File: config.mk
export PLATFORM = sky130hd
export DESIGN_NAME = psr_lp_ctrl
export DESIGN_NICKNAME = d
export VERILOG_FILES = /design/src/rtl/psr_pkg.sv /design/src/rtl/psr_mode_reg.sv /design/src/rtl/psr_region_dec.sv /design/src/rtl/psr_power_fsm.sv /design/src/rtl/psr_lp_ctrl.sv
export SDC_FILE = /design/constraint.sdc
export NUM_CORES = 1
export LEC_CHECK = 0
export BUFFER_PORTS_ARGS = -buffer_cell sky130_fd_sc_hd__buf_4
export CAP_MARGIN = 20
export CORE_MARGIN = 3
export CORE_UTILIZATION = 52
export CTS_BUF_LIST = sky130_fd_sc_hd__clkbuf_4
export CTS_CLUSTER_DIAMETER = 80
export DETAILED_ROUTE_END_ITERATION = 8
export PLACE_DENSITY_LB_ADDON = 0.25
export SYNTH_ARGS = -nofsm -noshare
export SYNTH_HDL_FRONTEND = slang
export SYNTH_SLANG_ARGS = --single-unit
File: constraint.sdc
create_clock -name clk_i -period 3.1 [get_ports clk_i]
set_clock_uncertainty 0.15 [all_clocks]
set_input_delay 0.62 -clock clk_i [delete_from_list [all_inputs] [get_ports clk_i]]
set_output_delay 0.62 -clock clk_i [all_outputs]
set_load 0.03 [all_outputs]
File: src/rtl/psr_pkg.sv
package psr_pkg;

  typedef enum logic [2:0] {
    PS_ACTIVE  = 3'd0,
    PS_STANDBY = 3'd1,
    PS_PARTIAL = 3'd2,
    PS_REDUCED = 3'd3,
    PS_DEEP    = 3'd4,
    PS_RECOVER = 3'd5
  } psr_state_e;

  // bit layout follows the address bits it is loaded from
  typedef struct packed {
    logic       dpd_n;
    logic       rms;
    logic       top;
    logic [1:0] area;
  } psr_mode_t;

  localparam psr_mode_t MODE_DEFAULT = '{dpd_n: 1'b1, rms: 1'b0, top: 1'b0, area: 2'b00};
  localparam logic [1:0] AREA_FULL = 2'b00;
  localparam logic [1:0] AREA_RSVD = 2'b01;
  localparam logic [1:0] AREA_HALF = 2'b10;
  localparam logic [1:0] AREA_QUAR = 2'b11;

endpackage

File: src/rtl/psr_mode_reg.sv
module psr_mode_reg
  import psr_pkg::*;
#(
  parameter int unsigned WIN_CYC = 100
) (
  input  logic      clk_i,
  input  logic      rst_ni,
  input  logic      sel_ni,
  input  logic      wr_ni,
  input  logic      lp_ni,
  input  logic [4:0] addr_i,
  input  logic      clear_i,
  output psr_mode_t mode_o,
  output logic      win_open_o,
  output logic      upd_seen_o
);

  localparam int unsigned CNT_W = $clog2(WIN_CYC + 1);
  localparam logic [CNT_W-1:0] WIN_END = CNT_W'(WIN_CYC);

  logic [CNT_W-1:0] cnt_q;
  logic             wr_act_q, upd_seen_q, wr_start, upd;
  psr_mode_t        mode_q, mode_d;

  assign wr_start   = ~sel_ni & ~wr_ni & ~wr_act_q;
  assign win_open_o = ~lp_ni & (cnt_q < WIN_END);
  assign upd        = wr_start & win_open_o;

  always_comb begin
    mode_d = mode_q;
    if (clear_i) begin
      mode_d = MODE_DEFAULT;
    end else if (upd) begin
      mode_d.dpd_n = addr_i[4];
      mode_d.rms   = addr_i[3];
      mode_d.top   = addr_i[2];
      if (addr_i[1:0] != AREA_RSVD) mode_d.area = addr_i[1:0];
    end
  end

  always_ff @(posedge clk_i or negedge rst_ni) begin
    if (!rst_ni) begin
      cnt_q      <= '0;
      wr_act_q   <= 1'b0;
      upd_seen_q <= 1'b0;
      mode_q     <= MODE_DEFAULT;
    end else begin
      wr_act_q <= ~sel_ni & ~wr_ni;
      mode_q   <= mode_d;
      if (lp_ni) begin
        cnt_q      <= '0;
        upd_seen_q <= 1'b0;
      end else begin
        if (cnt_q < WIN_END) cnt_q <= cnt_q + 1'b1;
        if (upd) upd_seen_q <= 1'b1;
      end
    end
  end

  assign mode_o     = mode_q;
  assign upd_seen_o = upd_seen_q;

  assert_no_write_high_R3: assert property (@(posedge clk_i) disable iff (!rst_ni)
    (lp_ni && !clear_i) |=> $stable(mode_q));

  assert_reserved_area_R4: assert property (@(posedge clk_i) disable iff (!rst_ni)
    (upd && addr_i[1:0] == AREA_RSVD && !clear_i) |=> mode_q.area == $past(mode_q.area));

endmodule

File: src/rtl/psr_region_dec.sv
module psr_region_dec
  import psr_pkg::*;
#(
  parameter int unsigned ADDR_W = 20
) (
  input  psr_mode_t         mode_i,
  input  logic [ADDR_W-1:0] addr_i,
  output logic [ADDR_W-1:0] base_o,
  output logic [ADDR_W:0]   size_o,
  output logic              in_range_o
);

  localparam logic [ADDR_W:0] FULL_SZ = {1'b1, {ADDR_W{1'b0}}};

  logic [ADDR_W:0] top_base, offset;

  always_comb begin
    unique case (mode_i.area)
      AREA_HALF: size_o = FULL_SZ >> 1;
      AREA_QUAR: size_o = FULL_SZ >> 2;
      default:   size_o = FULL_SZ;
    endcase
  end

  assign top_base   = FULL_SZ - size_o;
  assign base_o     = mode_i.top ? top_base[ADDR_W-1:0] : '0;
  assign offset     = {1'b0, addr_i} - {1'b0, base_o};
  assign in_range_o = (addr_i >= base_o) && (offset < size_o);

endmodule

File: src/rtl/psr_power_fsm.sv
module psr_power_fsm
  import psr_pkg::*;
#(
  parameter int unsigned LP_CYC  = 1000,
  parameter int unsigned REC_CYC = 20000
) (
  input  logic       clk_i,
  input  logic       rst_ni,
  input  logic       lp_ni,
  input  logic       sel_ni,
  input  logic       rms_i,
  input  logic       dpd_arm_i,
  input  logic       upd_seen_i,
  input  logic       win_open_i,
  output psr_state_e state_o,
  output logic       clear_o
);

  localparam int unsigned TMR_MAX = (LP_CYC > REC_CYC) ? LP_CYC : REC_CYC;
  localparam int unsigned TMR_W   = $clog2(TMR_MAX + 1);
  localparam logic [TMR_W-1:0] LP_LAST  = TMR_W'(LP_CYC - 1);
  localparam logic [TMR_W-1:0] REC_LAST = TMR_W'(REC_CYC - 1);

  psr_state_e       st_q, st_d, run_st;
  logic [TMR_W-1:0] tmr_q, tmr_d;

  assign run_st = rms_i ? PS_REDUCED : (!sel_ni ? PS_ACTIVE : PS_STANDBY);

  always_comb begin
    st_d    = st_q;
    tmr_d   = tmr_q;
    clear_o = 1'b0;
    unique case (st_q)
      PS_RECOVER: begin
        if (tmr_q == REC_LAST) st_d = run_st;
        else                   tmr_d = tmr_q + 1'b1;
      end
      PS_PARTIAL, PS_DEEP: begin
        if (tmr_q < LP_LAST) tmr_d = tmr_q + 1'b1;
        if (lp_ni && tmr_q >= LP_LAST) begin
          if (st_q == PS_DEEP) begin
            st_d    = PS_RECOVER;
            tmr_d   = '0;
            clear_o = 1'b1;
          end else begin
            st_d = run_st;
          end
        end else if (!lp_ni && st_q == PS_PARTIAL && dpd_arm_i && !upd_seen_i && !win_open_i) begin
          st_d = PS_DEEP;
        end
      end
      default: begin
        if (!lp_ni) begin
          st_d  = PS_PARTIAL;
          tmr_d = '0;
        end else begin
          st_d = run_st;
        end
      end
    endcase
  end

  always_ff @(posedge clk_i or negedge rst_ni) begin
    if (!rst_ni) begin
      st_q  <= PS_STANDBY;
      tmr_q <= '0;
    end else begin
      st_q  <= st_d;
      tmr_q <= tmr_d;
    end
  end

  assign state_o = st_q;

  assert_low_min_R8: assert property (@(posedge clk_i) disable iff (!rst_ni)
    ((st_q == PS_PARTIAL || st_q == PS_DEEP) && lp_ni && tmr_q < LP_LAST)
      |=> (st_q == PS_PARTIAL || st_q == PS_DEEP));

  assert_deep_hold_R9: assert property (@(posedge clk_i) disable iff (!rst_ni)
    (st_q == PS_DEEP && !lp_ni) |=> st_q == PS_DEEP);

  assert_deep_exit_R10: assert property (@(posedge clk_i) disable iff (!rst_ni)
    (st_q == PS_DEEP && lp_ni && tmr_q >= LP_LAST) |=> st_q == PS_RECOVER);

  assert_recover_hold_R10: assert property (@(posedge clk_i) disable iff (!rst_ni)
    (st_q == PS_RECOVER && tmr_q != REC_LAST) |=> st_q == PS_RECOVER);

endmodule

File: src/rtl/psr_lp_ctrl.sv
module psr_lp_ctrl
  import psr_pkg::*;
#(
  parameter int unsigned ADDR_W     = 20,
  parameter int unsigned CLK_PER_US = 100,
  parameter int unsigned UPD_WIN_US = 1,
  parameter int unsigned LP_MIN_US  = 10,
  parameter int unsigned REC_US     = 200
) (
  input  logic              clk_i,
  input  logic              rst_ni,
  input  logic              sel_ni,
  input  logic              wr_ni,
  input  logic              lp_ni,
  input  logic [4:0]        mode_addr_i,
  input  logic [ADDR_W-1:0] acc_addr_i,
  output logic [2:0]        pstate_o,
  output logic [4:0]        mode_o,
  output logic [ADDR_W-1:0] region_base_o,
  output logic [ADDR_W:0]   region_size_o,
  output logic              access_ok_o,
  output logic              oor_o,
  output logic              busy_o
);

  localparam int unsigned WIN_CYC = CLK_PER_US * UPD_WIN_US;
  localparam int unsigned LP_CYC  = CLK_PER_US * LP_MIN_US;
  localparam int unsigned REC_CYC = CLK_PER_US * REC_US;

  psr_mode_t  mode;
  psr_state_e state;
  logic       win_open, upd_seen, clear, in_range, running;

  psr_mode_reg #(.WIN_CYC(WIN_CYC)) i_mode_reg (
    .clk_i, .rst_ni, .sel_ni, .wr_ni, .lp_ni,
    .addr_i     (mode_addr_i),
    .clear_i    (clear),
    .mode_o     (mode),
    .win_open_o (win_open),
    .upd_seen_o (upd_seen)
  );

  psr_power_fsm #(.LP_CYC(LP_CYC), .REC_CYC(REC_CYC)) i_power_fsm (
    .clk_i, .rst_ni, .lp_ni, .sel_ni,
    .rms_i      (mode.rms),
    .dpd_arm_i  (~mode.dpd_n),
    .upd_seen_i (upd_seen),
    .win_open_i (win_open),
    .state_o    (state),
    .clear_o    (clear)
  );

  psr_region_dec #(.ADDR_W(ADDR_W)) i_region_dec (
    .mode_i     (mode),
    .addr_i     (acc_addr_i),
    .base_o     (region_base_o),
    .size_o     (region_size_o),
    .in_range_o (in_range)
  );

  assign running     = (state == PS_ACTIVE) || (state == PS_STANDBY) || (state == PS_REDUCED);
  assign access_ok_o = ~sel_ni & running & ((state != PS_REDUCED) | in_range);
  assign oor_o       = ~sel_ni & (state == PS_REDUCED) & ~in_range;
  assign busy_o      = ~running;
  assign pstate_o    = state;
  assign mode_o      = mode;

  assert_flags_excl_R7: assert property (@(posedge clk_i) disable iff (!rst_ni)
    $onehot0({access_ok_o, oor_o}));

  assert_busy_no_access_R11: assert property (@(posedge clk_i) disable iff (!rst_ni)
    busy_o |-> !access_ok_o);

endmodule

==> out/metrics.csv, run 1 <==
stage,metric,value,unit
synth,fraction_of_registers_with_async_set_or_reset_after_synthesis,1.00,
setup_path,reg2regPathDepth,7,
drt,number_of_vias_per_cell,5.43,
floorplan,io_pins,82,
power,power_leakage,1.20,nW
power,p_sw,0.694,mW
sta,setup_violations,2,
final_layout,final_nets,323,
synth,synth-edff-count,0,
synth,synth-seq-area-share,0.354,
power,clock_power_share,0.198,
placed_design,dp.cells,329,
clocking,tritoncts.num_buffers,5,
placed_design,port-buffer-count,27,
grt,grt.total_usage,0.184,
sta,worst_pin_slew,0.543,ns
clocking,htreeDepth,2,
setup_path,worst_ep_arrival_time,2.49,ns
setup_path,rrSetupSlack,0.65,ns
drt,drt_iter0_markers,189,
synth,postSynthAreaPerCell,8.75,sq um
setup_path,cp.required,2.33,ns
clocking,cts.sinks,32,
floorplan,fp.dieH,72.0,um
power,power_per_cell_area,650,nW/um^2
final_layout,top_library_cells_by_usage_in_the_layout_fill_and_taps_aside,"36 x conb_1, 31 x buf_4, 28 x dfrtp_1",
clocking,clock_tree_from_tritoncts,built,
synth,synth.distinct_cells,56,
clocking,insertion_delay,0.34,ns
power,cellInternalPower,0.942,mW
final_layout,final-instance-count-excl-fill,338,
sta,timing.setup.tns,-0.179,ns
setup_path,regToRegStartpoint,i_power_fsm.tmr_q[0],
synth,synth_ff_type,dfrtp_1,
final_layout,antenna-diode-count,0,
clocking,worst_setup_hold_path_clk_slew,0.11,ns
power,sw_frac_of_total,0.424,
setup_path,critical_path.reg2reg.endpoint,i_power_fsm.tmr_q[4],
drt,post-route-drc-count,0,
grt,largest_net_degree_at_the_start_of_global_routing,33,
power,p_comb_frac,0.465,
run,cap_violations,0,
sta,finalHoldViolations,0,
final_layout,utilization,0.612,
sta,fin_ws,-0.158,ns
sta,timing.final.crit_period,3.26,ns
synth,yosys_warnings,0,
clocking,cts_hold_buffers,0,
setup_path,crit_fanout,3,
drt,finalWirelength,4520,um
synth,synth-seq-cells,32,
status,status,"finished, violations left",
drt,drt_pre_antenna_iters,4,
clocking,clk_root_buffer_cell,clkbuf_4,
setup_path,crit_path_start_kind,flip-flop,
placed_design,half_perimeter_wire_length_of_the_detailed_placement_result,3370,um
drt,number_of_nets_with_antenna_violations_after_detailed_routing,0,
floorplan,floorplan.initialDensity,0.551,
power,max-vdd-ir-drop,0.000369,V
placed_design,globalplace.congestion,0.846,
floorplan,rows,23,
power,seqPwrFrac,0.337,
floorplan,coreArea,4120,sq um
floorplan,die_width,72.0,um
drt,avgRoutedWirePerCell,13.4,um
grt,vias_in_the_first_global_route,1724,
sta,maxClockFrequency,307,MHz
setup_path,worst-setup-path-type,flip-flop to output pin,
setup_path,worstSetupEndpointType,output pin,
drt,dr_total_vias,1836,
status,failed_checks,setup timing,
clocking,cts-root-to-sink-buffers,2,
grt,grt_pass1_wl,7690,um
floorplan,die_area,5190,sq um
placed_design,preCtsSetupSlack,-0.168,ns
min_path,hold_path_class,input pin to async pin,
final_layout,layout-area-overhead-vs-synth,11.1,%
final_layout,ratio_of_cells_with_drive_above_1_in_the_final_layout,0.240,
grt,number_of_antenna_violations_at_the_first_check_in_global_routing,0,
synth,synth_cells,259,
final_layout,layout.cells.most_common,conb_1,
grt,grt-ovfl-total,0,
sta,fin_crit_sh,1.05,
synth,synth.cell_area,2270,sq um
sta,worst_slew_margin_rel,0.635,
sta,grt_setup_unrepaired,true,
sta,timing_max_transition_violations_final,0,
worst max path at each step:
stage	start	end	slack (ns)	cells after the start
floorplan	i_mode_reg.mode_o[1]	access_ok_o	-0.04	11
global placement	acc_addr_i[19]	access_ok_o	-0.14	10
detailed placement	acc_addr_i[19]	access_ok_o	-0.17	10
CTS	i_mode_reg.mode_o[1]	access_ok_o	-0.17	11
global route	i_mode_reg.mode_o[1]	access_ok_o	-0.33	12
finish	i_mode_reg.mode_o[1]	access_ok_o	-0.16	12
power groups by stage:
stage          combinational, mW  sequential (mW)  clock, mW
2_1_floorplan              0.559            0.579          0
3_3_place_gp               0.732            0.555          0
3_5_place_dp               0.745            0.556          0
4_1_cts                    0.766            0.550      0.335
5_1_grt                    0.842            0.564      0.358
6_report                   0.760            0.551      0.325
flip-flops by register name (all words and copies together), names as in the netlist:
name,flops
i_mode_reg.cnt_q,7
i_mode_reg.mode_o,5
i_mode_reg.upd_seen_o,1
i_mode_reg.wr_act_q,1
i_power_fsm.state_o,3
i_power_fsm.tmr_q,15
area by class of cell:
cell class                      count  area (sq um)
Clock buffer                        6          45.0
Clock inverter                      2          35.0
Fill cell                         387          1600
Inverter                            9          36.3
Multi-Input combinational cell    207          1290
Sequential cell                    32           806
Tap cell                           50          62.6
Timing Repair Buffer               32           244
cells in the mapped netlist (all sizes together), types with 2 or more instances:
cell type | number | area share
dfstp | 2 | 0.023
mux2i | 4 | 0.018
and3 | 6 | 0.017
inv | 9 | 0.015
or4 | 2 | 0.0099
nand3 | 8 | 0.018
nand2 | 29 | 0.048
a41oi | 3 | 0.012
and2 | 2 | 0.0055
o21a | 2 | 0.0066
nor2 | 22 | 0.041
a21boi | 3 | 0.015
dfrtp | 30 | 0.33
o31ai | 3 | 0.0099
buf | 40 | 0.13
o311ai | 2 | 0.011
clkbuf | 6 | 0.0099
nor3 | 7 | 0.018
a31oi | 4 | 0.011
xnor2 | 2 | 0.0077
nor4 | 2 | 0.015
a21oi | 18 | 0.041
ha | 6 | 0.033
o21ai | 14 | 0.034
or2 | 2 | 0.0055
nand3b | 3 | 0.0099
nor2b | 7 | 0.026
a311oi | 4 | 0.015
xor2 | 2 | 0.0077
nand4 | 2 | 0.0055
worst max-delay path: stages, from the launching register on:
cell and delay [ns]:
dfrtp_2 0.44, nand2_4 0.09, inv_4 0.04, nand2_4 0.07
ha_4 0.20, o21a_1 0.17, nor2_1 0.09, ha_1 0.24
a21oi_2 0.12, nor2b_1 0.06, o311ai_2 0.25, nor3b_4 0.24
buf_6 0.15
per-stage QoR:
stage / hold WS, ns / power [mW] / instance area (sq um)
3_3_place_gp: 0.340 / 1.29 / 2410
6_report: 0.0478 / 1.64 / 2520
4_1_cts: 0.0567 / 1.65 / 2520
2_1_floorplan: 0.174 / 1.14 / 2440
5_1_grt: 0.0481 / 1.76 / 2520
3_5_place_dp: 0.358 / 1.30 / 2410
layer usage:
layer  global-route usage  wire length [um]  vias to the layer above
met2                0.310              2210                       63
met4               0.0480                39                        0
li1                     -                 -                      899
met1                0.233              1990                      869
met5                    0                 0                        -
met3               0.0512               284                        5
cell families (layout without fill, tap and decap cells):
kind of cell | after synthesis | after routing | share of synthesized area
XOR/XNOR | 4 | 4 | 0.0155
other | 1 | 36 | 0.00165
AND/OR/NAND/NOR | 95 | 95 | 0.229
buffers and inverters | 55 | 49 | 0.157
flip-flops | 32 | 32 | 0.354
AO/OA/AOI/OAI | 62 | 62 | 0.192
adder cells (fa/ha/maj) | 6 | 6 | 0.0331
multiplexers | 4 | 4 | 0.0177
repair_timing:
action                     in CTS  in global routing
setup endpoints to repair       2                  2
gates resized for setup         4                  0
pin swaps                       2                  1
setup buffers                   1                  0
(Power assumes the default switching activity.)
==> run 2: changes to the inputs <==
Settings changed: SETUP_SLACK_MARGIN set to 0.3.
==> out/metrics.csv, run 2 (synthesized netlist as in run 1, its figures left out) <==
stage,metric,value,unit
status,status,"finished, violations left",
status,failed_checks,setup timing,
sta,finalHoldViolations,0,
final_layout,layout-area-overhead-vs-synth,11.0,%
final_layout,top_library_cells_by_usage_in_the_layout_fill_and_taps_aside,"36 x conb_1, 32 x buf_4, 28 x dfrtp_1",
power,sw_frac_of_total,0.440,
power,cellInternalPower,0.878,mW
final_layout,final-instance-count-excl-fill,340,
placed_design,globalplace.congestion,0.844,
setup_path,critical_path.top_delay_family,simple AND/OR/NAND/NOR gates,
clocking,cts-root-to-sink-buffers,2,
setup_path,cp_common_cell,nand2_4,
power,power_per_cell_area,622,nW/um^2
setup_path,worst-setup-path-type,flip-flop to output pin,
power,seqPwrFrac,0.353,
grt,grt_pass1_wl,7750,um
final_layout,registers.top_by_ff_count,i_power_fsm.tmr_q,
power,p_sw,0.689,mW
final_layout,ratio_of_cells_with_drive_above_1_in_the_final_layout,0.248,
drt,avgRoutedWirePerCell,13.2,um
grt,grt-ovfl-total,0,
final_layout,antenna-diode-count,0,
setup_path,worst_ep_arrival_time,2.48,ns
clocking,tritoncts.num_buffers,5,
floorplan,die_width,72.0,um
min_path,hold_path_class,input pin to async pin,
sta,worst_pin_slew,0.495,ns
placed_design,preCtsSetupSlack,-0.151,ns
setup_path,cp_cell_sequence,nand2_4 > inv_4 > nand2_4 > ha_4 > o21a_1 > nor2_1 > ha_1 > a21oi_2 > nor2b_1 > o311ai_2 > nor3b_4 > buf_6,
setup_path,worst-path-buf-inv,2,
setup_path,rrSetupSlack,0.68,ns
drt,routed_metal_1_wire_length,1920,um
power,clock_power_share,0.157,
sta,fin_crit_sh,1.05,
drt,detailroute.wirelength.met2,2230,um
sta,fin_ws,-0.148,ns
floorplan,io_pins,82,
sta,timing.final.crit_period,3.25,ns
drt,met3_wirelength,267,um
power,power_leakage,1.20,nW
setup_path,reg2regPathDepth,7,
setup_path,crit_path_start_kind,flip-flop,
drt,number_of_nets_with_antenna_violations_after_detailed_routing,0,
floorplan,coreArea,4120,sq um
setup_path,regToRegStartpoint,i_power_fsm.tmr_q[0],
clocking,clk_root_buffer_cell,clkbuf_4,
drt,drt_pre_antenna_iters,4,
floorplan,die_area,5190,sq um
setup_path,worstSetupEndpointType,output pin,
sta,maxClockFrequency,308,MHz
final_layout,layout.cells.most_common,conb_1,
grt,number_of_antenna_violations_at_the_first_check_in_global_routing,0,
floorplan,rows,23,
power,max-vdd-ir-drop,0.000386,V
clocking,cts.sinks,32,
drt,drt_iter0_markers,178,
clocking,cts_hold_buffers,0,
drt,dr_total_vias,1840,
floorplan,floorplan.initialDensity,0.551,
final_layout,final_nets,325,
setup_path,max_stage_delay,0.43,ns
setup_path,crit_fanout,3,
run,cap_violations,0,
setup_path,timing.critical_path.from,i_mode_reg.mode_o[1],
clocking,htreeDepth,2,
grt,grt.total_usage,0.187,
sta,timing_max_transition_violations_final,0,
clocking,worst_setup_hold_path_clk_slew,0.10,ns
grt,vias_in_the_first_global_route,1779,
clocking,clock_tree_from_tritoncts,built,
drt,number_of_vias_per_cell,5.41,
placed_design,half_perimeter_wire_length_of_the_detailed_placement_result,3430,um
setup_path,critPathSlowestCell,dfrtp_2,
setup_path,critical_path.reg2reg.endpoint,i_power_fsm.tmr_q[4],
sta,worst_slew_margin_rel,0.667,
power,p_comb_frac,0.491,
placed_design,port-buffer-count,27,
clocking,insertion_delay,0.34,ns
sta,grt_setup_unrepaired,true,
drt,post-route-drc-count,0,
grt,largest_net_degree_at_the_start_of_global_routing,33,
power,total_power,1.57,mW
floorplan,fp.dieH,72.0,um
setup_path,cp.required,2.33,ns
placed_design,dp.cells,329,
final_layout,largest_reg_flops,15,
sta,setup_violations,2,
drt,route.top_layer_used,met4,
drt,finalWirelength,4480,um
run 2: changes by cell type in the layout (fill, tap and decap cells not counted), sizes merged:
cell | previous run | this run
buf | 32 | 34
clkbuf | 6 | 7
bufinv | 1 | 0
run 2: metrics by stage:
| stage | setup TNS, ns | utilization | instance area, sq um | hold WS [ns] |
|---|---|---|---|---|
| final | -0.230 | 0.612 | 2520 | 0.0492 |
| after detailed placement | -0.151 | 0.586 | 2410 | 0.351 |
| after global routing | -0.588 | 0.612 | 2520 | 0.0486 |
| after floorplan | -0.0393 | - | 2440 | 0.174 |
| after CTS | -0.380 | 0.608 | 2500 | 0.0598 |
| after global placement | -0.139 | 0.586 | 2410 | 0.340 |
run 2: power by group through the flow:
stage / Clock [mW] / Sequential, mW / Combinational (mW)
final: 0.245 / 0.552 / 0.769
after global routing: 0.274 / 0.564 / 0.849
after CTS: 0.251 / 0.552 / 0.768
after detailed placement: 0 / 0.558 / 0.745
after global placement: 0 / 0.555 / 0.732
after floorplan: 0 / 0.579 / 0.559
run 2: repair_timing:
item                                   4_1_cts  5_1_grt
gates resized for setup                      3        3
setup buffers                                3        0
pin swaps                                    2        0
endpoints found under the hold margin        0        0
setup endpoints to repair                    2        2
run 2: worst max-delay path by stage:
stage,to,cells after the start
floorplan,access_ok_o,11
global placement,access_ok_o,10
detailed placement,access_ok_o,10
CTS,access_ok_o,12
global route,access_ok_o,12
finish,access_ok_o,12
run 2: per-layer routing:
| metal | vias up | track usage |
|---|---|---|
| met2 | 60 | 0.328 |
| met4 | 0 | 0.0626 |
| met5 | - | 0 |
| met3 | 8 | 0.0471 |
| li1 | 904 | - |
| met1 | 868 | 0.222 |
run 2: area by class of cell:
cell class | count | area, sq um
sequential | 32 | 806
clock buffer | 7 | 52.6
fill | 375 | 1600
clock inverter | 1 | 5.00
multi-input combinational | 207 | 1290
tap | 50 | 62.6
timing repair buffer | 34 | 263
inverter | 9 | 36.3
==> run 3: changes to the inputs <==
Settings changed: ABC_AREA set to 1, CORE_MARGIN 3 to 5, CORE_UTILIZATION 52 to 54.
==> out/metrics.csv, run 3 <==
stage,metric,value,unit
run,cap_violations,0,
status,status,"finished, violations left",
synth,synth_top_cell_by_area,dfrtp_1,
synth,fraction_of_registers_with_async_set_or_reset_after_synthesis,1.00,
final_layout,final-instance-count-excl-fill,524,
setup_path,cp.required,2.33,ns
grt,grt_peak_use_layer,met2,
grt,groute.layer.met3.usage,0.0406,
grt,grt.total_usage,0.214,
synth,synth.distinct_cells,33,
synth,synth-edff-count,0,
synth,post-synth-top-count-cell,nand2_1,
drt,drt_pre_antenna_iters,4,
final_layout,layout.cells.most_common,nand2_1,
sta,grt_setup_unrepaired,true,
setup_path,worst-path-buf-inv,3,
final_layout,utilization,0.604,
sta,finalHoldViolations,0,
synth,netlist_top_cells_count,"107 x nand2_1, 54 x nor2_1, 52 x inv_1",
sta,setup_violations,2,
grt,vias_in_the_first_global_route,2482,
grt,grt_pass1_wl,11200,um
power,power_per_cell_area,951,nW/um^2
clocking,clock_tree_from_tritoncts,built,
drt,finalWirelength,6660,um
floorplan,fp.dieH,82.0,um
power,max-vdd-ir-drop,0.000440,V
floorplan,rows,26,
placed_design,dp.cells,513,
final_layout,antenna-diode-count,0,
status,failed_checks,setup timing,
grt,global_route.usage.met2,0.352,
synth,postSynthAreaPerCell,6.58,sq um
sta,worst_slew_margin_rel,0.483,
final_layout,top_library_cells_by_usage_in_the_layout_fill_and_taps_aside,"106 x nand2_1, 53 x nor2_1, 50 x inv_1",
placed_design,port-buffer-count,27,
sta,timing_max_transition_violations_final,0,
setup_path,worst_ep_arrival_time,2.42,ns
power,power_leakage,1.60,nW
clocking,cts-root-to-sink-buffers,2,
final_layout,registers.top_by_ff_count,i_power_fsm.tmr_q,
clocking,cts.sinks,32,
final_layout,largest_reg_flops,15,
clocking,htreeDepth,2,
final_layout,filler_cell_count,490,
grt,grtUsageMet1,0.276,
drt,dr_total_vias,2676,
synth,synth.cell_area,2800,sq um
drt,number_of_vias_per_cell,5.11,
drt,drt_iter0_markers,255,
clocking,clk_root_buffer_cell,clkbuf_4,
floorplan,die_area,6720,sq um
clocking,worst_setup_hold_path_clk_slew,0.11,ns
setup_path,critPathSlowestCell,dfrtp_2,
drt,avgRoutedWirePerCell,12.7,um
setup_path,critical_path.top_delay_family,simple AND/OR/NAND/NOR gates,
clocking,tritoncts.num_buffers,5,
grt,grt-ovfl-total,0,
drt,number_of_nets_with_antenna_violations_after_detailed_routing,0,
final_layout,final_nets,489,
synth,synth-seq-cells,32,
clocking,insertion_delay,0.35,ns
sta,fin_crit_sh,1.03,
final_layout,ratio_of_cells_with_drive_above_1_in_the_final_layout,0.165,
grt,number_of_antenna_violations_at_the_first_check_in_global_routing,0,
placed_design,globalplace.congestion,0.907,
sta,timing.final.crit_period,3.19,ns
synth,synth-seq-area-share,0.287,
drt,post-route-drc-count,0,
floorplan,io_pins,82,
sta,fin_ws,-0.0850,ns
synth,synth_area_leaders,"dfrtp_1 27%, nand2_1 14%, buf_4 11%, nand3_1 8.2%, nor2_1 7.2%",
synth,synth_cells,425,
setup_path,cp_common_cell,nand3_1,
synth,synth_top_area_frac,0.268,
synth,synth_ff_type,dfrtp_1,
final_layout,layout-area-overhead-vs-synth,9.53,%
synth,yosys_warnings,0,
floorplan,die_width,82.0,um
min_path,hold_path_class,input pin to async pin,
setup_path,max_stage_delay,0.41,ns
setup_path,cp_cell_sequence,nand2_4 > nor2_4 > inv_2 > ha_4 > xor2_1 > o21a_1 > ha_1 > nand3_1 > nand3_1 > nand4_1 > or2_4 > inv_6 > buf_6,
setup_path,worst-setup-path-type,flip-flop to output pin,
floorplan,floorplan.initialDensity,0.551,
sta,maxClockFrequency,314,MHz
setup_path,worstSetupEndpointType,output pin,
grt,largest_net_degree_at_the_start_of_global_routing,33,
setup_path,crit_fanout,3,
placed_design,half_perimeter_wire_length_of_the_detailed_placement_result,4820,um
setup_path,crit_path_start_kind,flip-flop,
floorplan,coreArea,5070,sq um
sta,worst_pin_slew,0.775,ns
[run 3: final timing paths]
path / start / to / slack [ns] / cells past startpoint
worst min register to register: i_mode_reg.mode_o[4] / i_mode_reg.mode_o[4] / 0.35 / 2
max in group asynchronous: rst_ni / i_mode_reg.mode_o[4] / 2.43 / 1
min in group clk_i: wr_ni / i_mode_reg.wr_act_q / 0.27 / 2
worst max-delay path: i_mode_reg.mode_o[2] / oor_o / -0.09 / 13
worst max register to register: i_power_fsm.tmr_q[0] / i_power_fsm.tmr_q[11] / 0.95 / 8
worst min-delay path: rst_ni / i_mode_reg.wr_act_q / 0.05 / 1
[run 3: timing repair]
action	CTS	global route
buffers inserted	3	0
hold endpoints to repair	0	0
hold buffers	0	0
endpoints found under the setup margin	2	2
gates resized for setup	3	2
gates cloned	0	0
pin swaps	4	2
[run 3: cell families (layout without fill, tap and decap cells)]
kind of cell,after synthesis,in the layout,synth area share
AND/OR/NAND/NOR,242,242,0.394
buffers and inverters,100,94,0.194
AO/OA/AOI/OAI,40,40,0.0845
flip-flops,32,32,0.287
adder cells (fa/ha/maj),6,6,0.0268
XOR/XNOR,4,4,0.0125
other,1,36,0.00134
[run 3: stage by stage]
stage	TNS (ns)	setup WS [ns]	hold slack (ns)	total power [mW]	cell area [sq um]
floorplan	0	0.0445	0.174	2.15	2970
global placement	0	0.00882	0.316	2.47	2930
detailed placement	-0.00919	-0.00919	0.336	2.51	2930
CTS	-0.215	-0.127	0.0563	2.89	3050
global route	-0.457	-0.256	0.0497	3.21	3060
finish	-0.103	-0.0850	0.0472	2.91	3060
[run 3: cell type report]
cell class              instances  area (sq um)  share of cell area
well taps                      70          87.6              0.0286
inverters                      56           215              0.0702
repair buffers                 30           233              0.0759
multi-input cells             328          1640               0.536
flip-flops and latches         32           807               0.263
clock buffers                   5          37.5              0.0122
clock inverters                 3          42.5              0.0139
[run 3: metal layers]
metal	share of wire	wire length, um
met1	0.44	2920
met2	0.48	3210
met3	0.068	451
met4	0.012	78
met5	0	0
[run 3: power by group]
part | internal, mW | switching, mW | leakage (nW)
clock | 0.168 | 0.160 | 0.0412
combinational | 0.610 | 1.19 | 1.15
sequential | 0.579 | 0.208 | 0.406
total | 1.36 | 1.56 | 1.60
